File: config.mk
export PLATFORM = sky130hd
export DESIGN_NAME = dac_spi_ctrl
export DESIGN_NICKNAME = d
export VERILOG_FILES = /design/src/rtl/dac_spi_pkg.sv /design/src/rtl/dac_spi_ctrl_fsm.sv /design/src/rtl/dac_spi_datapath.sv /design/src/rtl/dac_spi_ctrl.sv
export SDC_FILE = /design/constraint.sdc
export NUM_CORES = 1
export LEC_CHECK = 0
export BUFFER_PORTS_ARGS = -buffer_cell sky130_fd_sc_hd__buf_2
export CORE_ASPECT_RATIO = 0.7
export CORE_MARGIN = 3
export CORE_UTILIZATION = 36
export CTS_CLUSTER_SIZE = 20
export DETAILED_ROUTE_END_ITERATION = 6
export PLACE_DENSITY = 0.58
export REMOVE_ABC_BUFFERS = 1
export SLEW_MARGIN = 10
export SYNTH_ARGS = -nofsm -noshare
export SYNTH_HDL_FRONTEND = slang
export SYNTH_SLANG_ARGS = --single-unit
File: constraint.sdc
create_clock -name clk -period 4.95 [get_ports clk]
set_input_delay 0.495 -clock clk [delete_from_list [all_inputs] [get_ports clk]]
set_output_delay 0.495 -clock clk [all_outputs]
set_load 0.03 [all_outputs]
File: src/rtl/dac_spi_pkg.sv
package dac_spi_pkg;
  localparam int FRAME_W  = 32;
  localparam int CMD_W    = 4;
  localparam int ADDR_W   = 4;
  localparam int VAL_W    = 12;
  localparam int TAIL_PAD = 4;
  localparam int HEAD_PAD = FRAME_W - CMD_W - ADDR_W - VAL_W - TAIL_PAD;

  typedef enum logic [1:0] {
    ST_IDLE  = 2'd0,
    ST_SHIFT = 2'd1,
    ST_GAP   = 2'd2
  } ctrlState_t;

  // strobes from control to datapath
  typedef struct packed {
    logic load;
    logic sample;
    logic shift;
    logic finish;
  } dpStrobe_t;
endpackage

File: src/rtl/dac_spi_ctrl_fsm.sv
module dac_spi_ctrl_fsm
  import dac_spi_pkg::*;
#(
  parameter int HALF_DIV = 2
) (
  input  logic       clk,
  input  logic       rstN,
  input  logic       reqValid,
  output logic       reqReady,
  output dpStrobe_t  strobe,
  output logic       spiCsN,
  output logic       spiSck
);
  localparam int TW = (2 * HALF_DIV > 2) ? $clog2(2 * HALF_DIV) : 1;
  localparam int BW = $clog2(FRAME_W);
  localparam logic [TW-1:0] HALF_RELOAD = TW'(HALF_DIV - 1);
  localparam logic [TW-1:0] GAP_RELOAD  = TW'(2 * HALF_DIV - 1);
  localparam logic [BW-1:0] LAST_BIT    = BW'(FRAME_W - 1);

  ctrlState_t state;
  logic [TW-1:0] timer;
  logic [BW-1:0] bitCnt;
  logic tick;
  logic lastBit;

  assign tick     = (timer == '0);
  assign lastBit  = (bitCnt == LAST_BIT);
  assign reqReady = (state == ST_IDLE);

  always_comb begin
    strobe.load   = (state == ST_IDLE) && reqValid;
    strobe.sample = (state == ST_SHIFT) && tick && !spiSck;
    strobe.shift  = (state == ST_SHIFT) && tick && spiSck && !lastBit;
    strobe.finish = (state == ST_SHIFT) && tick && spiSck && lastBit;
  end

  always_ff @(posedge clk) begin
    if (!rstN) begin
      state  <= ST_IDLE;
      timer  <= '0;
      bitCnt <= '0;
      spiCsN <= 1'b1;
      spiSck <= 1'b0;
    end else begin
      unique case (state)
        ST_IDLE: begin
          if (reqValid) begin
            state  <= ST_SHIFT;
            spiCsN <= 1'b0;
            spiSck <= 1'b0;
            timer  <= HALF_RELOAD;
            bitCnt <= '0;
          end
        end
        ST_SHIFT: begin
          if (tick) begin
            timer  <= HALF_RELOAD;
            spiSck <= !spiSck;
            if (spiSck) begin
              if (lastBit) begin
                spiCsN <= 1'b1;
                state  <= ST_GAP;
                timer  <= GAP_RELOAD;
              end else begin
                bitCnt <= bitCnt + 1'b1;
              end
            end
          end else begin
            timer <= timer - 1'b1;
          end
        end
        ST_GAP: begin
          if (tick) state <= ST_IDLE;
          else      timer <= timer - 1'b1;
        end
        default: state <= ST_IDLE;
      endcase
    end
  end
endmodule

File: src/rtl/dac_spi_datapath.sv
module dac_spi_datapath
  import dac_spi_pkg::*;
(
  input  logic               clk,
  input  logic               rstN,
  input  dpStrobe_t          strobe,
  input  logic [CMD_W-1:0]   reqCmd,
  input  logic [ADDR_W-1:0]  reqAddr,
  input  logic [VAL_W-1:0]   reqData,
  input  logic               spiMiso,
  output logic               spiMosi,
  output logic               rspValid,
  output logic [FRAME_W-1:0] rspWord
);
  logic [FRAME_W-1:0] txShift;
  logic [FRAME_W-1:0] rxShift;
  logic [FRAME_W-1:0] frameWord;

  assign frameWord = {{HEAD_PAD{1'b0}}, reqCmd, reqAddr, reqData, {TAIL_PAD{1'b0}}};
  assign spiMosi   = txShift[FRAME_W-1];

  always_ff @(posedge clk) begin
    if (!rstN) begin
      txShift  <= '0;
      rxShift  <= '0;
      rspWord  <= '0;
      rspValid <= 1'b0;
    end else begin
      rspValid <= strobe.finish;
      if (strobe.load)   txShift <= frameWord;
      if (strobe.shift)  txShift <= {txShift[FRAME_W-2:0], 1'b0};
      if (strobe.sample) rxShift <= {rxShift[FRAME_W-2:0], spiMiso};
      if (strobe.finish) rspWord <= rxShift;
    end
  end
endmodule

File: src/rtl/dac_spi_ctrl.sv
module dac_spi_ctrl
  import dac_spi_pkg::*;
#(
  parameter int HALF_DIV = 2
) (
  input  logic        clk,
  input  logic        rstN,
  input  logic        reqValid,
  output logic        reqReady,
  input  logic [3:0]  reqCmd,
  input  logic [3:0]  reqAddr,
  input  logic [11:0] reqData,
  output logic        rspValid,
  output logic [31:0] rspWord,
  output logic        spiCsN,
  output logic        spiSck,
  output logic        spiMosi,
  input  logic        spiMiso,
  output logic        romSelN,
  output logic        preampSelN,
  output logic        adcConvert,
  output logic        norFlashCeN,
  output logic        cfgRomInitN
);
  dpStrobe_t strobe;

  // keep the neighbours on the shared bus inactive
  assign romSelN     = 1'b1;
  assign preampSelN  = 1'b1;
  assign adcConvert  = 1'b0;
  assign norFlashCeN = 1'b1;
  assign cfgRomInitN = 1'b1;

  dac_spi_ctrl_fsm #(.HALF_DIV(HALF_DIV)) u_fsm (
    .clk      (clk),
    .rstN     (rstN),
    .reqValid (reqValid),
    .reqReady (reqReady),
    .strobe   (strobe),
    .spiCsN   (spiCsN),
    .spiSck   (spiSck)
  );

  dac_spi_datapath u_dp (
    .clk      (clk),
    .rstN     (rstN),
    .strobe   (strobe),
    .reqCmd   (reqCmd),
    .reqAddr  (reqAddr),
    .reqData  (reqData),
    .spiMiso  (spiMiso),
    .spiMosi  (spiMosi),
    .rspValid (rspValid),
    .rspWord  (rspWord)
  );
endmodule

# Yosys cells after proc, flatten, opt, wreduce, memory -nomap -nowiden
# Index checks and enable logic that the tools add are counted.
[totals] reg_bits=107 inputBits=24
[classes] n_addsub=2 eq_ne=10 mux=25 n_reduce_logical=18
[ops] operator="two-way mux 32 bit" count=2
[ops] operator="two-way mux 5 bit" count=4
[ops] operator="two-way mux 2 bit" count=9
[ops] operator="AND reduction 5 bit" count=3
[ops] operator="one-hot mux 2 bit (3 select lines)" count=2
[ops] operator="one-hot mux 5 bit (2 select lines)" count=1
[ops] operator="!= test 2 x 1 -> 1 bit (second input constant)" count=4
[ops] operator="logical AND 1 bit" count=6
[ops] operator="!= test 2 bit (second input constant)" count=3
[ops] operator="AND reduction 3 bit" count=2
[ops] operator="adder 5 x 1 -> 5 bit (second input constant)" count=1
[ops] operator="equality test 5 bit (second input constant)" count=1
[ops] operator="two-way mux 1 bit" count=5
[ops] operator="logical NOT 2 bit" count=2
[ops] operator="one-hot mux 1 bit (2 select lines)" count=2
[ops] operator="nonzero test 2 bit" count=2
[ops] operator="nonzero test 3 bit" count=1
[ops] operator="equality test 2 x 1 -> 1 bit (second input constant)" count=1
[ops] operator="equality test 2 bit (second input constant)" count=1
[ops] operator="logical NOT 1 bit" count=2
[ops] operator="subtractor 2 x 1 -> 2 bit (second input constant)" count=1

# Longest topological paths before layout
# Gate-level depths: netlist of the first run.
[depth] depth_word=5 mapped_depth=9

# Modules after synthesis
# A second synthesis of the first run with hierarchy kept.
[hier_totals] cells_unflattened=427 hier_area_um2=4588.2
[modules_own_cells] module="dac_spi_datapath" n_inst=1 cells_per_inst=331 area_each_um2=3804.9 seq_area_each_um2=1861.8
[modules_own_cells] module="dac_spi_ctrl_fsm" n_inst=1 cells_per_inst=89 area_each_um2=738.2 seq_area_each_um2=220.2
[modules_own_cells] module="dac_spi_ctrl" n_inst=1 cells_per_inst=7 area_each_um2=45.0 seq_area_each_um2=0.0

# Worst setup path before layout of the first run
# No wires, ideal clock.
[synth_timing] path_type="reg2reg" start="register u_fsm.state[0]" end="register u_fsm.timer[1]" setup_ps=116 arrival_ps=1664 t_required_ps=4834 slack_ps=3170 path_stages_with_launch=8 path_buffers=1 period_less_slack_ps=1780 cell_sequence="dfxtp_1 inv_1 ha_1 buf_2 nor2b_1 a211oi_1 nor2_1 a41o_1"
[synth_via] elab_chain_len=3 elab_cells_between_ends=8 cone_classes="4 x eq/ne; 1 x mux; 3 x reduce/logical"
[synth_lines] item="start: declaration" line="dac_spi_ctrl_fsm.sv:20" text="ctrlState_t state;"
[synth_lines] item="start signal: assignment" line="dac_spi_ctrl_fsm.sv:39" text="state <= ST_IDLE;"
[synth_lines] item="start signal: assignment" line="dac_spi_ctrl_fsm.sv:48" text="state <= ST_SHIFT;"
[synth_lines] item="start signal: assignment" line="dac_spi_ctrl_fsm.sv:62" text="state <= ST_GAP;"
[synth_lines] item="logical NOT 2 bit (*)"
[synth_lines] item="named net reqReady" line="dac_spi_ctrl.sv:9" text="output logic reqReady,"
[synth_lines] item="!= test 2 bit (no line) / nonzero test 3 bit (equally long branches)"
[synth_lines] item="AND reduction 3 bit (no line)"
[synth_lines] item="end signal: assignment" line="dac_spi_ctrl_fsm.sv:69" text="timer <= timer - 1'b1;"
[synth_lines] item="end signal: assignment" line="dac_spi_ctrl_fsm.sv:74" text="else timer <= timer - 1'b1;"
[synth_lines] item="end: declaration" line="dac_spi_ctrl_fsm.sv:21" text="logic [TW-1:0] timer;"
# The timed path passes the listed nets; every way through them passes the cells marked *.
# A chain may end at the register's enable or synchronous reset.

# Final worst setup path of the first run
[layout_timing] start="register u_fsm.state[1]" end="register u_fsm.timer[1]"
[layout_via] elab_chain_len=3 elab_cells_between_ends=8 cone_classes="4 x eq/ne; 1 x mux; 3 x reduce/logical"
[layout_lines] item="equality test 2 bit, or another cell as far along" line="dac_spi_ctrl_fsm.sv:45" text="unique case (state)"
[layout_lines] item="!= test 2 bit (no line) / nonzero test 3 bit (equally long branches)"
[layout_lines] item="AND reduction 3 bit (no line)"
# Parallel ways exist; a longest one is shown, timed or not.

==> metrics.cfg, run 1 <==
[status]
status=completed

[place]
dp.cells=700
portBuffers=60
post-place-ws_ns=2.34
hpwlAfterDp_microns=5620
place_congestion=0.759

[timing]
drv_slew=0
min_period_over_period=0.523
grt_setup_unrepaired=false
fin_skew_ns=0.00809
hold-worst-slack_ns=0.409
setup_viol=0
setup_ws_ns=2.36
fmax_ghz=0.387
slew_headroom=0.212
worst_pin_slew_ns=1.18
layout_min_cycle_time_ns=2.59
fin_tns_setup_ns=0
hold_viol=0

[finish]
nets=587
instances_no_fill=716
finalCoreUtilization=0.421
syn_to_final_growth_pct=12.7
drive_gt1_frac=0.156
diodes=0

[global_route]
grt_pass1_wl_microns=15400
grt_max_degree=89
grt_pass1_vias=3286
gr-usage-all-layers=0.134
grt-ovfl-total=0
antenna_found_initial=0

[synthesis]
synth_area_sq_um=4420
synth_cell_types=36
ys_ff_latch=104
postSynthAreaPerCell_sq_um=8.47
synth_cells=522
yosysSeqAreaShare=0.471
synth_warnings=0

[floorplanning]
die_h_microns=98.7
die_area_sq_um=13700
die_w_microns=138
fp-row-count=33
ios=66
core_area_sq_um=11900
initial_core_util=0.373

[clock_network]
clk_pin_slew_ns=0.07
cts_resized=0
hold_buffers=0
cts_sinks=104
cts_max_path_buffers=2
cts_inserted_buffers=9
post_cts_buffers=0
cts_tree=done
htree_levels=3
worstSkewPairLatency_ns=0.34
cts-root-buf=clkbuf_16

[worst_setup_path]
crit_start=u_fsm.state[1]
timing.rr.start=u_fsm.state[1]
cp-end-kind=register
slowest_delay_ns=0.84
crit_slowest_cell=nand2_1
cp_max_fo=33
critPathKind=reg2reg
crit_arrival_ns=2.82
cp-start-kind=register
path_cells=inv_1 > ha_1 > and3_4 > nand2_1 > o21ai_0 > a41o_1
cp.required_ns=5.18

[flow_run]
drv_cap=0

[worst_hold_path]
min-delay-start=spiMiso
hold_class=in2reg

[detailed_routing]
drtIter0Drc=151
ant_nets=0
drt-vias-per-instance=4.82
drt_drc_violations_left=0
dr.pass1.iters=4
wl_microns=8970
wl_per_cell_microns=12.5
vias=3449

[pwr]
p_per_area_nw_per_um2=403
p_leak_nw=2.09
vdd_drop_max_v=0.000172

==> layout make-up <==
cell class | count | area [sq um]
fillers | 1156 | 6870
flip-flops and latches | 104 | 2080
clock buffers | 10 | 229
well taps | 157 | 196
clock inverters | 6 | 68.8
repair buffers | 64 | 330
multi-input cells | 370 | 2060
inverters | 5 | 18.8
==> power breakdown <==
| part | leakage (nW) | switching [W] | internal, W |
|---|---|---|---|
| Clock | 0.143 | 0.000307 | 0.000395 |
| Sequential | 0.842 | 0.0000296 | 0.000881 |
| Combinational | 1.10 | 0.000264 | 0.000130 |
| Total | 2.09 | 0.000601 | 0.00141 |
==> placed cells by master, fill, tap and decap left out, types with 2 or more instances in the layout <==
cell type  count
nand3_1       50
o21ai_0        8
o211a_1       19
ha_1           9
dfxtp_1      104
nor2b_1        4
nand2_1      166
a21boi_1      33
a211oi_1       2
and3_1         3
nand2b_1       2
a21bo_2        2
inv_1          5
conb_1         5
clkinv_4       2
buf_4          4
xnor2_1        2
nor2_1         4
a21oi_1        3
buf_2         60
nand4_1        2
a21boi_0      41
clkbuf_16      9
nand3b_1       2
==> metrics by stage <==
step / cell area (sq um) / power [W]
global route: 4980 / 0.00212
detailed placement: 4690 / 0.00132
floorplan: 4160 / 0.00120
CTS: 4980 / 0.00204
finish: 4980 / 0.00201
global placement: 4690 / 0.00131
==> logic make-up (layout without fill, tap and decap cells) <==
logic type	Yosys count	count (layout)	synth area share
xor gates and xnor gates	2	2	0.00396
buffers and inverters	51	85	0.0665
muxes	2	2	0.00481
and+or+nand+nor	239	239	0.229
other	2	5	0.00170
DFF	104	104	0.471
adders and majority gates	9	9	0.0255
AOI/OAI and AO/OA	113	113	0.198
==> state kept, by name, indices dropped and copies added, names as in the netlist <==
register / count
u_dp.rspWord: 32
u_fsm.bitCnt: 5
u_fsm.state: 2
u_dp.rspValid: 1
u_dp.txShift: 28
u_fsm.spiCsN: 1
u_dp.rxShift: 32
u_fsm.spiSck: 1
u_fsm.timer: 2
==> critical path, delay by kind of cell, from the launching register on <==
kind / cells / cell delay, ns
DFF: 1 / 0.40
buffers and inverters: 1 / 0.11
adders and majority gates: 1 / 0.36
AOI/OAI and AO/OA: 2 / 0.51
and+or+nand+nor: 2 / 1.11
==> Yosys cell counts (all sizes together) <==
cell type,count,share of area
nand3b,2,0.0034
mux2i,1,0.0023
and3,4,0.0068
nor2,5,0.0042
buf,29,0.048
nand2b,2,0.0028
clkbuf,17,0.014
inv,5,0.0042
dfxtp,104,0.47
nand3,50,0.057
nor2b,4,0.0057
o21ai,8,0.0091
a21o,1,0.0017
o211ai,1,0.0017
xnor2,2,0.0040
a21oi,4,0.0054
o211a,19,0.043
or2,1,0.0014
mux2,1,0.0025
ha,9,0.025
nor3,1,0.0011
a21boi,74,0.13
conb,2,0.0017
nand4,2,0.0028
a31oi,1,0.0014
a211oi,2,0.0034
a41o,1,0.0023
a21bo,2,0.0045
nand2,167,0.14
and2,1,0.0014
==> final timing paths <==
check / to / cells past startpoint / slack (ns)
setup / recovery: u_fsm.timer[1] / 6 / 2.36
hold / removal: u_dp.rxShift[0] / 3 / 0.41
setup reg to reg: u_fsm.timer[1] / 6 / 2.36
hold reg to reg: u_dp.rspWord[13] / 2 / 0.45
==> layer usage <==
metal,vias to the layer above,part of all wire,GRT usage
met5,-,0,0
met4,0,0.011,0.0433
met3,6,0.036,0.0330
met2,51,0.45,0.226
li1,1798,-,-
met1,1594,0.50,0.169
Power figures use the tool's default switching activity.
==> inputs of run 2 (changes only) <==
Settings changed: PLACE_DENSITY 0.58 to 0.6.
Clock period 4.95 ns to 2.29 ns, I/O delays scaled along.
==> metrics.cfg, run 2 (synthesized netlist as in run 1, its figures left out) <==
[timing]
slew_headroom=0.527  ; +0.315
hold_viol=0  ; unchanged
grt_setup_unrepaired=false
fin_skew_ns=0.00688  ; -0.00121 ns
fin_tns_setup_ns=0  ; unchanged
fmax_ghz=0.516  ; +34%
drv_slew=0  ; unchanged
worst_pin_slew_ns=0.710  ; -0.473 ns
layout_min_cycle_time_ns=1.94  ; -0.649 ns
setup_viol=0  ; unchanged
min_period_over_period=0.846  ; +0.323

[global_route]
grt-ovfl-total=0  ; unchanged
antenna_found_initial=0  ; unchanged
grt_max_degree=68  ; -24%
grt_pass1_wl_microns=15100  ; -1.4%
gr-usage-all-layers=0.131  ; -0.00315
grt_pass1_vias=3352  ; +2.0%

[clock_network]
clk_pin_slew_ns=0.07  ; about the same
cts-root-buf=clkbuf_16
hold_buffers=0  ; unchanged
cts_inserted_buffers=9  ; unchanged
post_cts_buffers=0  ; unchanged
worstSkewPairLatency_ns=0.34  ; about the same
cts_tree=done
cts_max_path_buffers=2  ; unchanged
cts_resized=0  ; unchanged
cts_sinks=104  ; unchanged
htree_levels=3  ; unchanged

[place]
place_congestion=0.777  ; +2.3%
portBuffers=60  ; unchanged
hpwlAfterDp_microns=5710  ; +1.7%
placedInstanceArea_sq_um=4770  ; +1.8%

[worst_setup_path]
cp_top_family=simple AND/OR/NAND/NOR gates
timing.rr.start=u_fsm.state[1]
cp_common_cell=nand2_1
cp_max_fo=32  ; -3.0%
slowest_delay_ns=0.54  ; -0.30 ns
cp-start-kind=register
path_cells=inv_1 > ha_1 > nand2_1 > or2_2 > nand2_1 > a21boi_0
crit_start=u_fsm.state[1]
path_buf_inv=1  ; unchanged
crit_slowest_cell=or2_2
crit_arrival_ns=2.16  ; -0.66 ns
cp.required_ns=2.51  ; -2.67 ns
critPathKind=reg2reg
cp-end-kind=register

[finish]
diodes=0  ; unchanged
reg.largest.list=u_dp.rspWord x32, u_dp.rxShift x32, u_dp.txShift x28
finalCoreUtilization=0.427  ; +0.00612
drive_gt1_frac=0.163  ; +0.00749
nets=593  ; +1.0%
syn_to_final_growth_pct=14.4
fillers=1195  ; +3.4%
postLayoutCellArea_sq_um=5060  ; +1.5%
final_common_cell=nand2_1
final_cell_mix=nand2_1, dfxtp_1, buf_2

[pwr]
vdd_drop_max_v=0.000440  ; +160%
p_per_area_nw_per_um2=852  ; +110%
p_leak_nw=2.12  ; +1.6%

[status]
status=completed

[detailed_routing]
vias=3414  ; -1.0%
drt_drc_violations_left=0  ; unchanged
drtIter0Drc=172  ; +14%
drt-vias-per-instance=4.74  ; -1.7%
wl_per_cell_microns=11.9  ; -4.7%
ant_nets=0  ; unchanged
dr.pass1.iters=4  ; unchanged
wl_microns=8610  ; -4.0%

[floorplanning]
fp-row-count=33  ; unchanged
die_area_sq_um=13700  ; unchanged
ios=66  ; unchanged
core_area_sq_um=11900  ; unchanged
initial_core_util=0.373  ; unchanged
die_h_microns=98.7  ; unchanged
die_w_microns=138  ; unchanged

[worst_hold_path]
hold_class=in2reg
min-delay-start=spiMiso

[flow_run]
drv_cap=0  ; unchanged

## run 2: cell types whose count changed in the layout (fill, tap and decap cells not counted), sizes merged
cell / delta
buf: +6
clkinvlp: +1
inv: -1
clkinv: -1
## run 2: worst reg2reg max path, stage by stage, from the launching register on
cell and delay, ns:
dfxtp_1 0.34, inv_1 0.11, ha_1 0.45, nand2_1 0.14
or2_2 0.54, nand2_1 0.15, a21boi_0 0.08
## run 2: stage by stage
step | hold WS (ns) | setup slack [ns] | total power [W] | cells
5_1_grt | 0.142 | 0.132 | 0.00455 | 721
4_1_cts | 0.147 | 0.354 | 0.00438 | 721
3_5_place_dp | 0.443 | 0.369 | 0.00287 | 706
2_1_floorplan | 0.301 | 0.0691 | 0.00260 | 479
3_3_place_gp | 0.435 | 0.435 | 0.00285 | 706
6_report | 0.153 | 0.353 | 0.00431 | 721
## run 2: final timing paths
check	slack (ns)	cells after the start	endpoint
max	0.35	6	u_dp.rxShift[12]
min	0.15	3	u_dp.rxShift[0]
max reg2reg	0.35	6	u_dp.rxShift[12]
min reg2reg	0.45	2	u_dp.txShift[30]
## run 2: report_power, final
part / leakage (nW) / internal, W / switching (W)
Combinational: 1.14 / 0.000296 / 0.000562
Clock: 0.135 / 0.000841 / 0.000643
Sequential: 0.842 / 0.00190 / 0.0000623
Total: 2.12 / 0.00304 / 0.00127
## run 2: cell type report
type	count	area (sq um)	area share
clock inverter	5	58.8	0.0116
sequential	104	2080	0.412
inverter	5	18.8	0.00371
multi-input combinational	370	2060	0.407
tap	157	196	0.0388
timing repair buffer	70	413	0.0816
clock buffer	10	229	0.0453
## run 2: metal layers
| layer | GRT usage | wire, microns | vias up |
|---|---|---|---|
| met5 | 0 | 0 | - |
| met4 | 0.0478 | 158 | 0 |
| met3 | 0.0349 | 270 | 11 |
| met2 | 0.229 | 3980 | 34 |
| met1 | 0.155 | 4200 | 1567 |
| li1 | - | - | 1802 |
==> inputs of run 3 (changes only) <==
Settings changed: PLACE_DENSITY 0.6 to 0.58.
Clock period 2.29 ns to 2 ns, I/O delays scaled along.
==> metrics.cfg, run 3 (synthesized netlist as in run 1, its figures left out) <==
[clock_network]
cts_inserted_buffers=9  ; unchanged
htree_levels=3  ; unchanged
cts_tree=done
post_cts_buffers=0  ; unchanged
cts_sinks=104  ; unchanged
cts-root-buf=clkbuf_16
hold_buffers=0  ; unchanged
worstSkewPairLatency_ns=0.34  ; about the same
cts_max_path_buffers=2  ; unchanged
clk_pin_slew_ns=0.07  ; about the same

[timing]
hold_viol=0  ; unchanged
hold-worst-slack_ns=0.102  ; -0.0508 ns
setup_viol=0  ; unchanged
grt_setup_unrepaired=false
layout_min_cycle_time_ns=1.88  ; -0.0541 ns
fmax_ghz=0.531  ; +2.9%
slew_headroom=0.592  ; +0.0654
fin_skew_ns=0.00592  ; -0.000955 ns
min_period_over_period=0.941  ; +0.0956
drv_slew=0  ; unchanged
worst_pin_slew_ns=0.612  ; -0.0981 ns

[pwr]
p_leak_nw=2.15  ; +1.6%
power.share.sequential=0.442  ; -0.015
p_comb_frac=0.207  ; +0.008
swShare=0.293  ; -0.000774
power.total_w=0.00510  ; +18%
internal_power_w=0.00360  ; +18%
vdd_drop_max_v=0.000451  ; +2.7%
p_per_area_nw_per_um2=994  ; +17%
p_sw_w=0.00150  ; +18%
clockPowerShare=0.350  ; +0.006

[worst_setup_path]
slowest_delay_ns=0.34  ; -0.20 ns
cp-start-kind=register
cp_max_fo=4  ; -88%
cp.required_ns=2.23  ; -0.28 ns
r2r_end=u_fsm.bitCnt[3]
reg2reg_slack_ns=0.12  ; -0.24 ns
timing.rr.start=u_fsm.bitCnt[0]
critPathKind=reg2reg
crit_slowest_cell=dfxtp_1
cp_common_cell=ha_1
cp-end-kind=register
rr_worst_depth=7  ; +1
path_cells=ha_1 > and3_1 > ha_1 > nand3b_1 > a211oi_1 > xnor2_1 > nor2_1
crit_arrival_ns=2.12  ; -0.04 ns

[global_route]
grt-ovfl-total=0  ; unchanged
grt_pass1_wl_microns=15300  ; +1.2%
antenna_found_initial=0  ; unchanged
grt_pass1_vias=3240  ; -3.3%
grt_max_degree=50  ; -26%
gr-usage-all-layers=0.132  ; +0.00161

[floorplanning]
initial_core_util=0.373  ; unchanged
ios=66  ; unchanged
die_area_sq_um=13700  ; unchanged
core_area_sq_um=11900  ; unchanged
die_w_microns=138  ; unchanged
die_h_microns=98.7  ; unchanged
fp-row-count=33  ; unchanged

[place]
place_congestion=0.729  ; -6.1%
hpwlAfterDp_microns=5880  ; +2.9%
placedInstanceArea_sq_um=4820  ; +1.0%
portBuffers=60  ; unchanged

[detailed_routing]
drt-vias-per-instance=4.82  ; +1.8%
vias=3491  ; +2.3%
drtIter0Drc=205  ; +19%
wl_per_cell_microns=12.3  ; +3.2%
drt_drc_violations_left=0  ; unchanged
dr.pass1.iters=4  ; unchanged
wl_microns=8920  ; +3.6%
ant_nets=0  ; unchanged

[worst_hold_path]
min-delay-start=spiMiso
hold_end=u_dp.rxShift[0]
hold_class=in2reg
hold_path_depth=3  ; unchanged

[finish]
syn_to_final_growth_pct=16.0
postLayoutCellArea_sq_um=5130  ; +1.5%
drive_gt1_frac=0.169  ; +0.00619
final_common_cell=nand2_1
final_cell_mix=nand2_1, dfxtp_1, buf_2
diodes=0  ; unchanged
reg.largest.list=u_dp.rspWord x32, u_dp.rxShift x32, u_dp.txShift x28
nets=596  ; +0.51%

[status]
status=completed

[flow_run]
drv_cap=0  ; unchanged

-- run 3: cell types whose count changed in the layout (fill, tap and decap cells not counted), sizes merged --
cell / before / now
buf: 70 / 73
clkbuf: 10 / 11
clkinv: 2 / 1
-- run 3: how the worst max path moves through the flow --
stage                                from               to  slack (ns)  cells past startpoint
after floorplan            u_fsm.state[0]  u_dp.txShift[4]       -0.22                      5
after global placement    u_fsm.bitCnt[0]  u_fsm.bitCnt[3]        0.25                      7
after detailed placement  u_fsm.bitCnt[0]  u_fsm.bitCnt[2]        0.16                      7
after CTS                 u_fsm.bitCnt[0]  u_fsm.bitCnt[2]        0.13                      7
after global routing      u_fsm.bitCnt[0]  u_fsm.bitCnt[3]        0.01                      7
final                     u_fsm.bitCnt[0]  u_fsm.bitCnt[3]        0.12                      7
-- run 3: area by class of cell --
| class | instances | area, sq um |
|---|---|---|
| clock buffers | 11 | 253 |
| clock inverters | 4 | 53.8 |
| fillers | 1173 | 6720 |
| inverters | 5 | 18.8 |
| multi-input cells | 370 | 2070 |
| flip-flops and latches | 104 | 2080 |
| well taps | 157 | 196 |
| repair buffers | 73 | 460 |
-- run 3: routing by layer --
layer	GRT usage	part of all wire	vias to the layer above
met5	0	0	-
met4	0.0273	0.0095	0
met3	0.0436	0.046	8
met2	0.211	0.44	50
met1	0.176	0.50	1624
li1	-	-	1809
-- run 3: power groups by stage --
stage	sequential [W]	combinational (W)	clock [W]
floorplan	0.00231	0.000671	0
global placement	0.00230	0.00103	0
detailed placement	0.00230	0.00105	0
CTS	0.00226	0.00105	0.00185
global route	0.00227	0.00118	0.00195
finish	0.00226	0.00106	0.00179
-- run 3: what timing repair did --
| action | 4_1_cts | 5_1_grt |
|---|---|---|
| gates resized for setup | 0 | 1 |
| hold endpoints to repair | 0 | 0 |
| endpoints found under the setup margin | 0 | 1 |
-- run 3: critical path: cells and delay by family (launching register included) --
kind            cells  cell delay [ns]
compound gates      1             0.33
xor+xnor            1             0.16
fa+ha+maj           2             0.45
flops               1             0.34
simple gates        3             0.50
-- run 3: per-stage QoR --
step / setup TNS [ns] / util / worst slack, ns / instances
floorplan: -10.92 / - / -0.221 / 479
global placement: 0 / 0.407 / 0.248 / 709
detailed placement: 0 / 0.407 / 0.156 / 709
CTS: 0 / 0.432 / 0.131 / 724
global route: 0 / 0.433 / 0.0148 / 724
finish: 0 / 0.433 / 0.117 / 724
